**src/rtl/vid_slew_pkg.sv**
```systemverilog
package vid_slew_pkg;

   typedef enum logic [1:0] {
      STEP_HOLD = 2'b00,
      STEP_UP   = 2'b01,
      STEP_DOWN = 2'b10
   } step_dir_e;

endpackage

```
**src/rtl/vid_code_qualifier.sv**
```systemverilog
module vid_code_qualifier #(
   parameter int VID_W       = 8,
   parameter int SYNC_STAGES = 2,
   parameter int RST_CODE    = 64
) (
   input  logic             clk,
   input  logic             rst_n,
   input  logic [VID_W-1:0] vid_async,
   output logic [VID_W-1:0] vid_accepted
);
   localparam logic [VID_W-1:0] RST_V = VID_W'(RST_CODE);

   if (SYNC_STAGES < 2) begin : g_bad_sync
      $error("vid_code_qualifier: SYNC_STAGES must be at least 2");
   end

   logic [VID_W-1:0] sync_q [SYNC_STAGES];
   logic [VID_W-1:0] prev_q;
   logic [VID_W-1:0] acc_q;

   for (genvar i = 0; i < SYNC_STAGES; i++) begin : g_sync
      if (i == 0) begin : g_first
         always_ff @(posedge clk) begin
            if (!rst_n) sync_q[0] <= RST_V;
            else        sync_q[0] <= vid_async;
         end
      end else begin : g_next
         always_ff @(posedge clk) begin
            if (!rst_n) sync_q[i] <= RST_V;
            else        sync_q[i] <= sync_q[i-1];
         end
      end
   end

   always_ff @(posedge clk) begin
      if (!rst_n) begin
         prev_q <= RST_V;
         acc_q  <= RST_V;
      end else begin
         prev_q <= sync_q[SYNC_STAGES-1];
         if (sync_q[SYNC_STAGES-1] == prev_q) acc_q <= prev_q;
      end
   end

   assign vid_accepted = acc_q;

endmodule

```
**src/rtl/vid_step_engine.sv**
```systemverilog
module vid_step_engine
   import vid_slew_pkg::*;
#(
   parameter int VID_W    = 8,
   parameter int STEP_CYC = 16,
   parameter int RST_CODE = 64
) (
   input  logic             clk,
   input  logic             rst_n,
   input  logic [VID_W-1:0] goal,
   output logic [VID_W-1:0] target,
   output logic             moving
);
   localparam int TMR_W = (STEP_CYC > 1) ? $clog2(STEP_CYC) : 1;
   localparam logic [TMR_W-1:0] TMR_LAST = TMR_W'(STEP_CYC - 1);

   if (STEP_CYC < 1) begin : g_bad_step
      $error("vid_step_engine: STEP_CYC must be at least 1");
   end

   logic [VID_W-1:0] tgt_q;
   logic [TMR_W-1:0] tmr_q;
   step_dir_e        dir;

   always_comb begin
      if (goal > tgt_q)      dir = STEP_UP;
      else if (goal < tgt_q) dir = STEP_DOWN;
      else                   dir = STEP_HOLD;
   end

   always_ff @(posedge clk) begin
      if (!rst_n) begin
         tgt_q <= VID_W'(RST_CODE);
         tmr_q <= '0;
      end else if (dir == STEP_HOLD) begin
         tmr_q <= '0;
      end else if (tmr_q == TMR_LAST) begin
         tmr_q <= '0;
         if (dir == STEP_UP) tgt_q <= tgt_q + 1'b1;
         else                tgt_q <= tgt_q - 1'b1;
      end else begin
         tmr_q <= tmr_q + 1'b1;
      end
   end

   assign target = tgt_q;
   assign moving = (dir != STEP_HOLD);

endmodule

```
**src/rtl/vid_guard_select.sv**
```systemverilog
module vid_guard_select #(
   parameter int OC_W         = 12,
   parameter int OV_W         = 12,
   parameter int OC_BOOST_PCT = 140,
   parameter int SETTLE_CYC   = 2500
) (
   input  logic            clk,
   input  logic            rst_n,
   input  logic            moving,
   input  logic            lowpwr_req,
   input  logic [OC_W-1:0] oc_nom,
   input  logic [OV_W-1:0] ov_track,
   input  logic [OV_W-1:0] ov_max,
   output logic [OC_W+1:0] oc_limit,
   output logic [OV_W-1:0] ov_limit,
   output logic            lowpwr_en
);
   localparam int OC_OUT_W = OC_W + 2;
   localparam int PROD_W   = OC_W + 10;
   localparam int HOLD_W   = $clog2(SETTLE_CYC + 1);

   if (OC_BOOST_PCT < 0 || OC_BOOST_PCT > 300) begin : g_bad_pct
      $error("vid_guard_select: OC_BOOST_PCT must lie in 0..300");
   end
   if (SETTLE_CYC < 1) begin : g_bad_settle
      $error("vid_guard_select: SETTLE_CYC must be at least 1");
   end

   logic [OC_OUT_W-1:0] oc_boosted;

   if (OC_BOOST_PCT == 0) begin : g_no_boost
      assign oc_boosted = OC_OUT_W'(oc_nom);
   end else begin : g_boost
      logic [PROD_W-1:0] prod;
      assign prod       = PROD_W'(oc_nom) * PROD_W'(100 + OC_BOOST_PCT);
      assign oc_boosted = OC_OUT_W'(prod / PROD_W'(100));
   end

   logic [HOLD_W-1:0] hold_q;

   always_ff @(posedge clk) begin
      if (!rst_n)            hold_q <= '0;
      else if (moving)       hold_q <= HOLD_W'(SETTLE_CYC);
      else if (hold_q != '0) hold_q <= hold_q - 1'b1;
   end

   assign oc_limit  = moving ? oc_boosted : OC_OUT_W'(oc_nom);
   assign ov_limit  = moving ? ov_max : ov_track;
   assign lowpwr_en = lowpwr_req && !moving && (hold_q == '0);

endmodule

```
**src/rtl/vid_slew_supervisor.sv**
```systemverilog
module vid_slew_supervisor #(
   parameter int VID_W        = 8,
   parameter int SYNC_STAGES  = 2,
   parameter int STEP_CYC     = 16,
   parameter int SETTLE_CYC   = 2500,
   parameter int RST_CODE     = 64,
   parameter int OC_W         = 12,
   parameter int OV_W         = 12,
   parameter int OC_BOOST_PCT = 140
) (
   input  logic             clk,
   input  logic             rst_n,
   input  logic [VID_W-1:0] vid_in,
   input  logic             lowpwr_req,
   input  logic [OC_W-1:0]  oc_nom,
   input  logic [OV_W-1:0]  ov_track,
   input  logic [OV_W-1:0]  ov_max,
   output logic [VID_W-1:0] target_code,
   output logic             slew_active,
   output logic [OC_W+1:0]  oc_limit,
   output logic [OV_W-1:0]  ov_limit,
   output logic             lowpwr_en
);
   if (RST_CODE < 0 || RST_CODE >= (1 << VID_W)) begin : g_bad_rst
      $error("vid_slew_supervisor: RST_CODE out of range");
   end

   logic [VID_W-1:0] vid_acc;

   vid_code_qualifier #(
      .VID_W(VID_W), .SYNC_STAGES(SYNC_STAGES), .RST_CODE(RST_CODE)
   ) u_qual (
      .clk(clk), .rst_n(rst_n), .vid_async(vid_in), .vid_accepted(vid_acc)
   );

   vid_step_engine #(
      .VID_W(VID_W), .STEP_CYC(STEP_CYC), .RST_CODE(RST_CODE)
   ) u_step (
      .clk(clk), .rst_n(rst_n), .goal(vid_acc),
      .target(target_code), .moving(slew_active)
   );

   vid_guard_select #(
      .OC_W(OC_W), .OV_W(OV_W), .OC_BOOST_PCT(OC_BOOST_PCT), .SETTLE_CYC(SETTLE_CYC)
   ) u_guard (
      .clk(clk), .rst_n(rst_n), .moving(slew_active), .lowpwr_req(lowpwr_req),
      .oc_nom(oc_nom), .ov_track(ov_track), .ov_max(ov_max),
      .oc_limit(oc_limit), .ov_limit(ov_limit), .lowpwr_en(lowpwr_en)
   );

endmodule

```
**config.mk**
```make
export PLATFORM = sky130hd
export DESIGN_NAME = vid_slew_supervisor
export DESIGN_NICKNAME = d
export VERILOG_FILES = /design/src/rtl/vid_slew_pkg.sv /design/src/rtl/vid_code_qualifier.sv /design/src/rtl/vid_step_engine.sv /design/src/rtl/vid_guard_select.sv /design/src/rtl/vid_slew_supervisor.sv
export SDC_FILE = /design/constraint.sdc
export NUM_CORES = 1
export LEC_CHECK = 0
export BUFFER_PORTS_ARGS = -buffer_cell sky130_fd_sc_hd__buf_2
export CAP_MARGIN = 25
export CORE_UTILIZATION = 55
export DETAILED_ROUTE_END_ITERATION = 16
export PLACE_DENSITY = 0.77
export SLEW_MARGIN = 10
export SYNTH_ARGS = -nofsm -noshare
export SYNTH_HDL_FRONTEND = slang
export SYNTH_SLANG_ARGS = --single-unit
```
**constraint.sdc**
```tcl
create_clock -name clk -period 9.8 [get_ports clk]
set_clock_uncertainty 0.05 [all_clocks]
set_input_delay 0 -clock clk [delete_from_list [all_inputs] [get_ports clk]]
set_output_delay 0 -clock clk [all_outputs]
set_load 0.02 [all_outputs]
```
# ---- Word level (Yosys, flattened, before mapping)
# Memories as Yosys holds them, arrays and structs flattened.
# Cells that the tools add are included.
dict set report word_totals {
  ram_bits 16
  mem_count 1
  output_inout_bits 36
  inputBits 47
  word_cells 44
  regBits 40
}
# memory depth width rd rd_ports_with_merged_regs wr line_no
set mem_list {}
lappend mem_list {u_qual.sync_q 2 8 2 0 2 vid_code_qualifier.sv:17} ;# logic [VID_W-1:0] sync_q [SYNC_STAGES];
dict set report op_classes {
  addsub 4
  mul 1
  div_mod_pow 1
  reduce_logical 11
  n_mux 11
  eq_ne 3
  magnitude_cmp 2
  bitwise 4
}
# operator count
set ops {}
lappend ops {{$mux W12} 3}
lappend ops {{$mux W8} 3}
lappend ops {{$div A20 B7 Y22 const B} 1}
lappend ops {{$mul A12 B4 Y16 const B} 1}
lappend ops {{$mux W14} 1}
lappend ops {{$logic_not A12 Y1} 1}
lappend ops {{$reduce_bool A12 Y1} 1}
lappend ops {{$sub A12 B1 Y12 const B} 1}
lappend ops {{$add A8 B1 Y8 const B} 1}
lappend ops {{$eq A8 B8 Y1} 1}
lappend ops {{$gt A8 B8 Y1} 1}
lappend ops {{$lt A8 B8 Y1} 1}
lappend ops {{$sub A8 B1 Y8 const B} 1}
lappend ops {{$add A4 B1 Y4 const B} 1}
lappend ops {{$eq A4 B4 Y1 const B} 1}
lappend ops {{$mux W2} 2}
lappend ops {{$reduce_bool A2 Y1} 2}
lappend ops {{$reduce_or A3 Y1} 1}
lappend ops {{$eq A2 B1 Y1 const B} 1}
lappend ops {{$logic_and A1 B1 Y1} 2}
lappend ops {{$logic_not A2 Y1} 1}
lappend ops {{$mux W1} 2}
lappend ops {{$not A1 Y1} 2}
lappend ops {{$or A1 B1 Y1} 2}
lappend ops {{3 further kinds} 3}

# ---- Depth between registers and ports, before layout
# Gate-level depths: netlist (run 1).
dict set report logic_depth {
  depth_word 7
  mapped_depth 47
}

# ---- Hierarchy
# Synthesis (run 1) repeated with hierarchy kept, for this count alone.
dict set report unflattened {
  cells_unflattened 957
  area_unflattened_um2 7609.8
}
# module seq_area_each_um2 cells_per_inst area_per_inst_um2 n_inst
set modules_own_cells {}
lappend modules_own_cells {vid_guard_select 240.2 751 5582.9 1}
lappend modules_own_cells {vid_code_qualifier 640.6 95 1056.0 1}
lappend modules_own_cells {vid_step_engine 240.2 111 970.9 1}

# ---- Worst setup path after synthesis (run 1)
# No wires, ideal clock.
dict set report synth_timing {
  path_kind {input-to-output}
  from {input oc_nom[4]}
  to {output oc_limit[0]}
  slack_ns -0.919
  t_required_ns 9.750
  stages 45
  arrival_ns 10.669
  cell_sequence {inv_1 > fa_1 > inv_1 > fa_1 > ha_1 > buf_2 > a21o_1 > or3_4 > nor2_2 > o32ai_2 > or2_1 > buf_4 > nor4_2 > nor3_2 > a31oi_1 > mux2_2 > o211ai_1 > nand4_4 > (+9 left out) > and2_1 > o31ai_2 > and3_1 > o211ai_1 > a21o_1 > a31oi_1 > inv_1 > ha_1 > a2111oi_0 > and3_1 > a21oi_1 > a31oi_2 > xnor2_1 > ha_1 > o21bai_1 > a41oi_1 > a2bb2oi_1 > a2bb2o_2}
}
dict set report synth_between {
  elab_chain_len 3
}
# item line_no
set synth_rtl {}
lappend synth_rtl {{start: declaration} vid_slew_supervisor.sv:15} ;# input logic [OC_W-1:0] oc_nom,
lappend synth_rtl {{$mul A12 B4 Y16} vid_guard_select.sv:35} ;# assign prod = PROD_W'(oc_nom) * PROD_W'(100 + OC_BOOST_PCT);
lappend synth_rtl {{$div A20 B7 Y22} vid_guard_select.sv:36} ;# assign oc_boosted = OC_OUT_W'(prod / PROD_W'(100));
lappend synth_rtl {{$mux W14} vid_guard_select.sv:47} ;# assign oc_limit = moving ? oc_boosted : OC_OUT_W'(oc_nom);
lappend synth_rtl {{end: declaration} vid_slew_supervisor.sv:20} ;# output logic [OC_W+1:0] oc_limit,
# Every way passes these cells.

# ---- Worst setup path in the final report (run 1)
dict set report layout_timing {
  from {input oc_nom[8]}
  to {output oc_limit[0]}
}
# Same word-level chain as after synthesis.

==> results of run 1 <==
==> worst paths after layout <==
check,from,endpoint,slack (ns)
hold reg to reg,u_qual.sync_q[0][5],u_qual.sync_q[1][5],0.39
hold / removal,rst_n,u_qual.vid_accepted[6],0.16
setup / recovery,oc_nom[8],oc_limit[0],-1.95
setup reg to reg,u_step.target[1],u_step.target[7],5.34
==> sequential cells by signal (all words and copies together) (netlist names) <==
register             cells
u_qual.vid_accepted      8
u_qual.sync_q           16
u_step.tmr_q             4
u_qual.prev_q            8
u_guard.hold_q          12
u_step.target            8
==> cells in the final DEF, fill, tap and decap left out, types with 7 or more instances in the layout <==
cell type,count
and3_1,8
inv_1,42
ha_1,30
buf_2,75
a21o_1,17
buf_6,23
o211ai_1,18
nand2_1,86
ha_4,9
mux2i_1,15
nor3_4,8
nor2b_1,11
nand2b_1,11
nand3_1,19
nor3_2,8
xor2_1,21
nand4_1,13
a21oi_1,46
nand2_2,8
o21ai_0,24
a21boi_0,9
a211oi_2,8
dlygate4sd3_1,8
nor3_1,22
dfxtp_1,56
o31ai_1,10
and2_1,33
nor2_1,64
o21a_1,11
xnor2_1,23
o21ai_1,8
fa_1,20
buf_4,297
a21oi_2,17
inv_2,7
==> metrics by stage <==
stage	cell area (µm²)	std cells	setup slack [ns]
after floorplan	7700	954	-0.218
after global placement	10100	1431	-0.588
after detailed placement	10100	1431	-0.892
after CTS	11000	1475	-0.291
after global routing	11700	1508	-2.30
final	11700	1509	-1.95
==> cell type report <==
type                    instances  share of cell area
repair buffers                406               0.255
inverters                      55              0.0190
multi-input cells             807               0.598
diodes                          1            0.000214
well taps                     176              0.0188
clock inverters                 3             0.00192
clock buffers                   5              0.0107
flip-flops and latches         56              0.0958
==> per-layer routing <==
metal / global-route usage / vias to the layer above
li1: - / 4350
met4: 0.229 / 2
met5: 0 / -
met3: 0.0478 / 490
met2: 0.673 / 1173
met1: 0.452 / 4993
==> critical path, delay by kind of cell <==
kind / cells / cell delay [ns]
AOI/OAI and AO/OA: 18 / 5.25
buffers and inverters: 16 / 2.59
and+or+nand+nor: 10 / 1.93
adders and majority gates: 3 / 1.24
muxes: 2 / 0.63
==> cell families after synthesis <==
group | synth area share
compound gates | 0.332
xor+xnor | 0.0572
fa+ha+maj | 0.127
buf+inv | 0.0490
flops | 0.150
mux | 0.0413
simple gates | 0.243
==> repair_timing <==
action / 4_1_cts / 5_1_grt
gates resized for setup: 97 / 100
gates cloned: 1 / 0
pin swaps: 44 / 60
buffers inserted: 27 / 33
setup endpoints to repair: 2 / 3
hold buffers: 8 / 0
endpoints found under the hold margin: 8 / 0
==> flow_summary.yaml, run 1 <==
layout:
  nets: 1441
  regArea_um2: 1120
  nFillCells: 575
  area_growth_pct: 56.5
  layout-drive-gt1-share: 0.460
  final_core_util: 0.884
  multiInputGateArea_um2: 7000
synth:
  synth_top_area_frac: 0.150
  synthTopCellsByArea: "dfxtp_1 (15%), ha_1 (6.9%), fa_1 (5.9%), nand2_1 (4.7%), a21oi_1 (4.1%)"
  yosysSeqAreaShare: 0.150
  synth_most_common_cell: "nand2_1"
  netlist_area_um2: 7480
  yosysUniqueCellTypes: 108
  syn-num-nets: 1064
  synth_ff_type: "dfxtp_1"
  synth_largest_area_cell: "dfxtp_1"
  avgSynthCellArea_um2: 7.84
  yosysWarnings: 0
  ys_ff_latch: 56
  async_reset_ff_frac: 0
  synth_edf_count: 0
  syn_inst: 954
  ys_top_cells_by_count: "nand2_1 (93), nor2_1 (69), a21oi_1 (61)"
timing:
  fin_ws_ns: -1.95
  rsz0062_at_grt: "yes"
  timing.final.crit_share: 1.20
  setup_viol: 4
  fmax_ghz: 0.0851
  tns_ns: -5.64
  hold_ws_ns: 0.161
  min_period_ns: 11.75
  tightestPinTransition_ns: 1.08
  slew_violations: 0
  hold_viol: 0
  slew_headroom: 0.274
cts:
  cts.path.max_buffers: 2
  numCtsBuffers: 5
  clk_pin_slew_ns: 0.07
  clk_latency_ns: 0.30
  clock_sinks: 56
  clock-root-buffer: "clkbuf_16"
  htreeDepth: 2
  cts_tree: "built"
min_path:
  whs_path_depth: 2
  hp-class: "in2reg"
grt:
  grt_pass1_vias: 9416
  antenna_found_initial: 3
  grt_use_total: 0.386
  grt_max_degree: 49
  grt_pass1_wl_mm: 44.9
  overflow: 0
floorplan:
  boundaryPins: 83
  rows: 42
  core_area_um2: 13200
  die_x_um: 119
  die-area_um2: 14100
  die_y_um: 119
  initial_core_util: 0.565
route:
  vias: 11000
  routedWlPerCell_um: 26.0
  first_pass_iters: 7
  dr.max_layer_used: "met5"
  routed-wl-met2_mm: 16.6
  vias_per_cell: 7.29
  initialDrtViolationCount: 1926
  totalWireLength_mm: 39.2
  ant_nets: 0
  met1_length_mm: 12.7
  drc: 0
  routed-wl-met3_mm: 5.37
place:
  gp_congestion: 0.967
  dp_hpwl_mm: 18.5
  io_buffer_count: 82
run_status:
  status: "complete, but fails checks"
  violations: "setup timing"
setup_path:
  slowest_delay_ns: 0.63
  worst-endpoint-arrival_ns: 11.70
  path_max_fanout: 7
  crit_top_cell: "buf_4"
  r2r_cells: 19
  required_ns: 9.75
  worstSetupPathType: "in2out"
  crit_slowest_cell: "o221ai_1"
  end_kind: "output pin"
  setup.worst_path.start_class: "input pin"
run:
  maxCapViolations: 0
Power of run 1 is not shown: default switching activity piles up to over one toggle a cycle in this logic, so the estimate is an artifact.
==> run 2: changes to the inputs <==
==> constraint.sdc (replaced) <==
create_clock -name clk -period 9.8 [get_ports clk]
set_clock_uncertainty 0.05 [all_clocks]
set_input_delay 1.96 -clock clk [delete_from_list [all_inputs] [get_ports clk]]
set_output_delay 1.96 -clock clk [all_outputs]
set_load 0.02 [all_outputs]
==> flow_summary.yaml, run 2 <==
synth:
  syn-num-nets: 1064
  avgSynthCellArea_um2: 7.84
  async_reset_ff_frac: 0
  synth_most_common_cell: "nand2_1"
  yosysUniqueCellTypes: 108
  yosysWarnings: 0
  synth_ff_type: "dfxtp_1"
  netlist_area_um2: 7480
  synth_largest_area_cell: "dfxtp_1"
  synth_top_area_frac: 0.150
  ys_ff_latch: 56
  syn_inst: 954
  synthTopCellsByArea: "dfxtp_1 (15%), ha_1 (6.9%), fa_1 (5.9%), nand2_1 (4.7%), a21oi_1 (4.1%)"
  yosysSeqAreaShare: 0.150
  synth_edf_count: 0
  ys_top_cells_by_count: "nand2_1 (93), nor2_1 (69), a21oi_1 (61)"
cts:
  clock-root-buffer: "clkbuf_16"
  htreeDepth: 2
  clock_sinks: 56
  cts.path.max_buffers: 2
  holdBufCountCts: 0
  numCtsBuffers: 5
timing:
  worstEndpointType: "top-level output"
  worst_endpoint: "oc_limit[0]"
place:
  dp_hpwl_mm: 19.2
  gp_congestion: 0.974
  pre_cts_slack_ns: -4.83
  io_buffer_count: 82
grt:
  grt_max_degree: 49
  grt_use_total: 0.733
  overflow: 17
floorplan:
  die_x_um: 119
  boundaryPins: 83
  rows: 42
  initial_core_util: 0.565
  die_y_um: 119
run_status:
  stop_stage: "global routing"
  status: "aborted with a tool error"
  error: "[ERROR GRT-0232] Routing congestion too high. Check the congestion heatmap in the GUI."
run 2: cell counts after synthesis:
Identical to the previous run, type by type.
run 2: kinds of logic after synthesis:
| group | Yosys count | share of synthesized area |
|---|---|---|
| buf+inv | 91 | 0.0490 |
| xor+xnor | 48 | 0.0572 |
| simple gates | 346 | 0.243 |
| flops | 56 | 0.150 |
| mux | 29 | 0.0413 |
| compound gates | 321 | 0.332 |
| fa+ha+maj | 63 | 0.127 |
run 2: stage by stage:
stage | instance area (µm²) | hold WS (ns) | std cells
CTS | 11300 | 0.376 | 1499
detailed placement | 10300 | 0.356 | 1452
global placement | 10300 | 0.344 | 1452
floorplan | 7740 | 0.336 | 954
run 2: repair_timing:
action | 4_1_cts
pin swaps | 51
setup endpoints to repair | 9
setup buffers | 39
resized for setup | 116
run 2: metal layers:
| metal | GRT overflow | track usage |
|---|---|---|
| met1 | 0 | 0.727 |
| met2 | 7 | 0.947 |
| met4 | 10 | 0.767 |
| met3 | 0 | 0.516 |
| met5 | 0 | 0.132 |
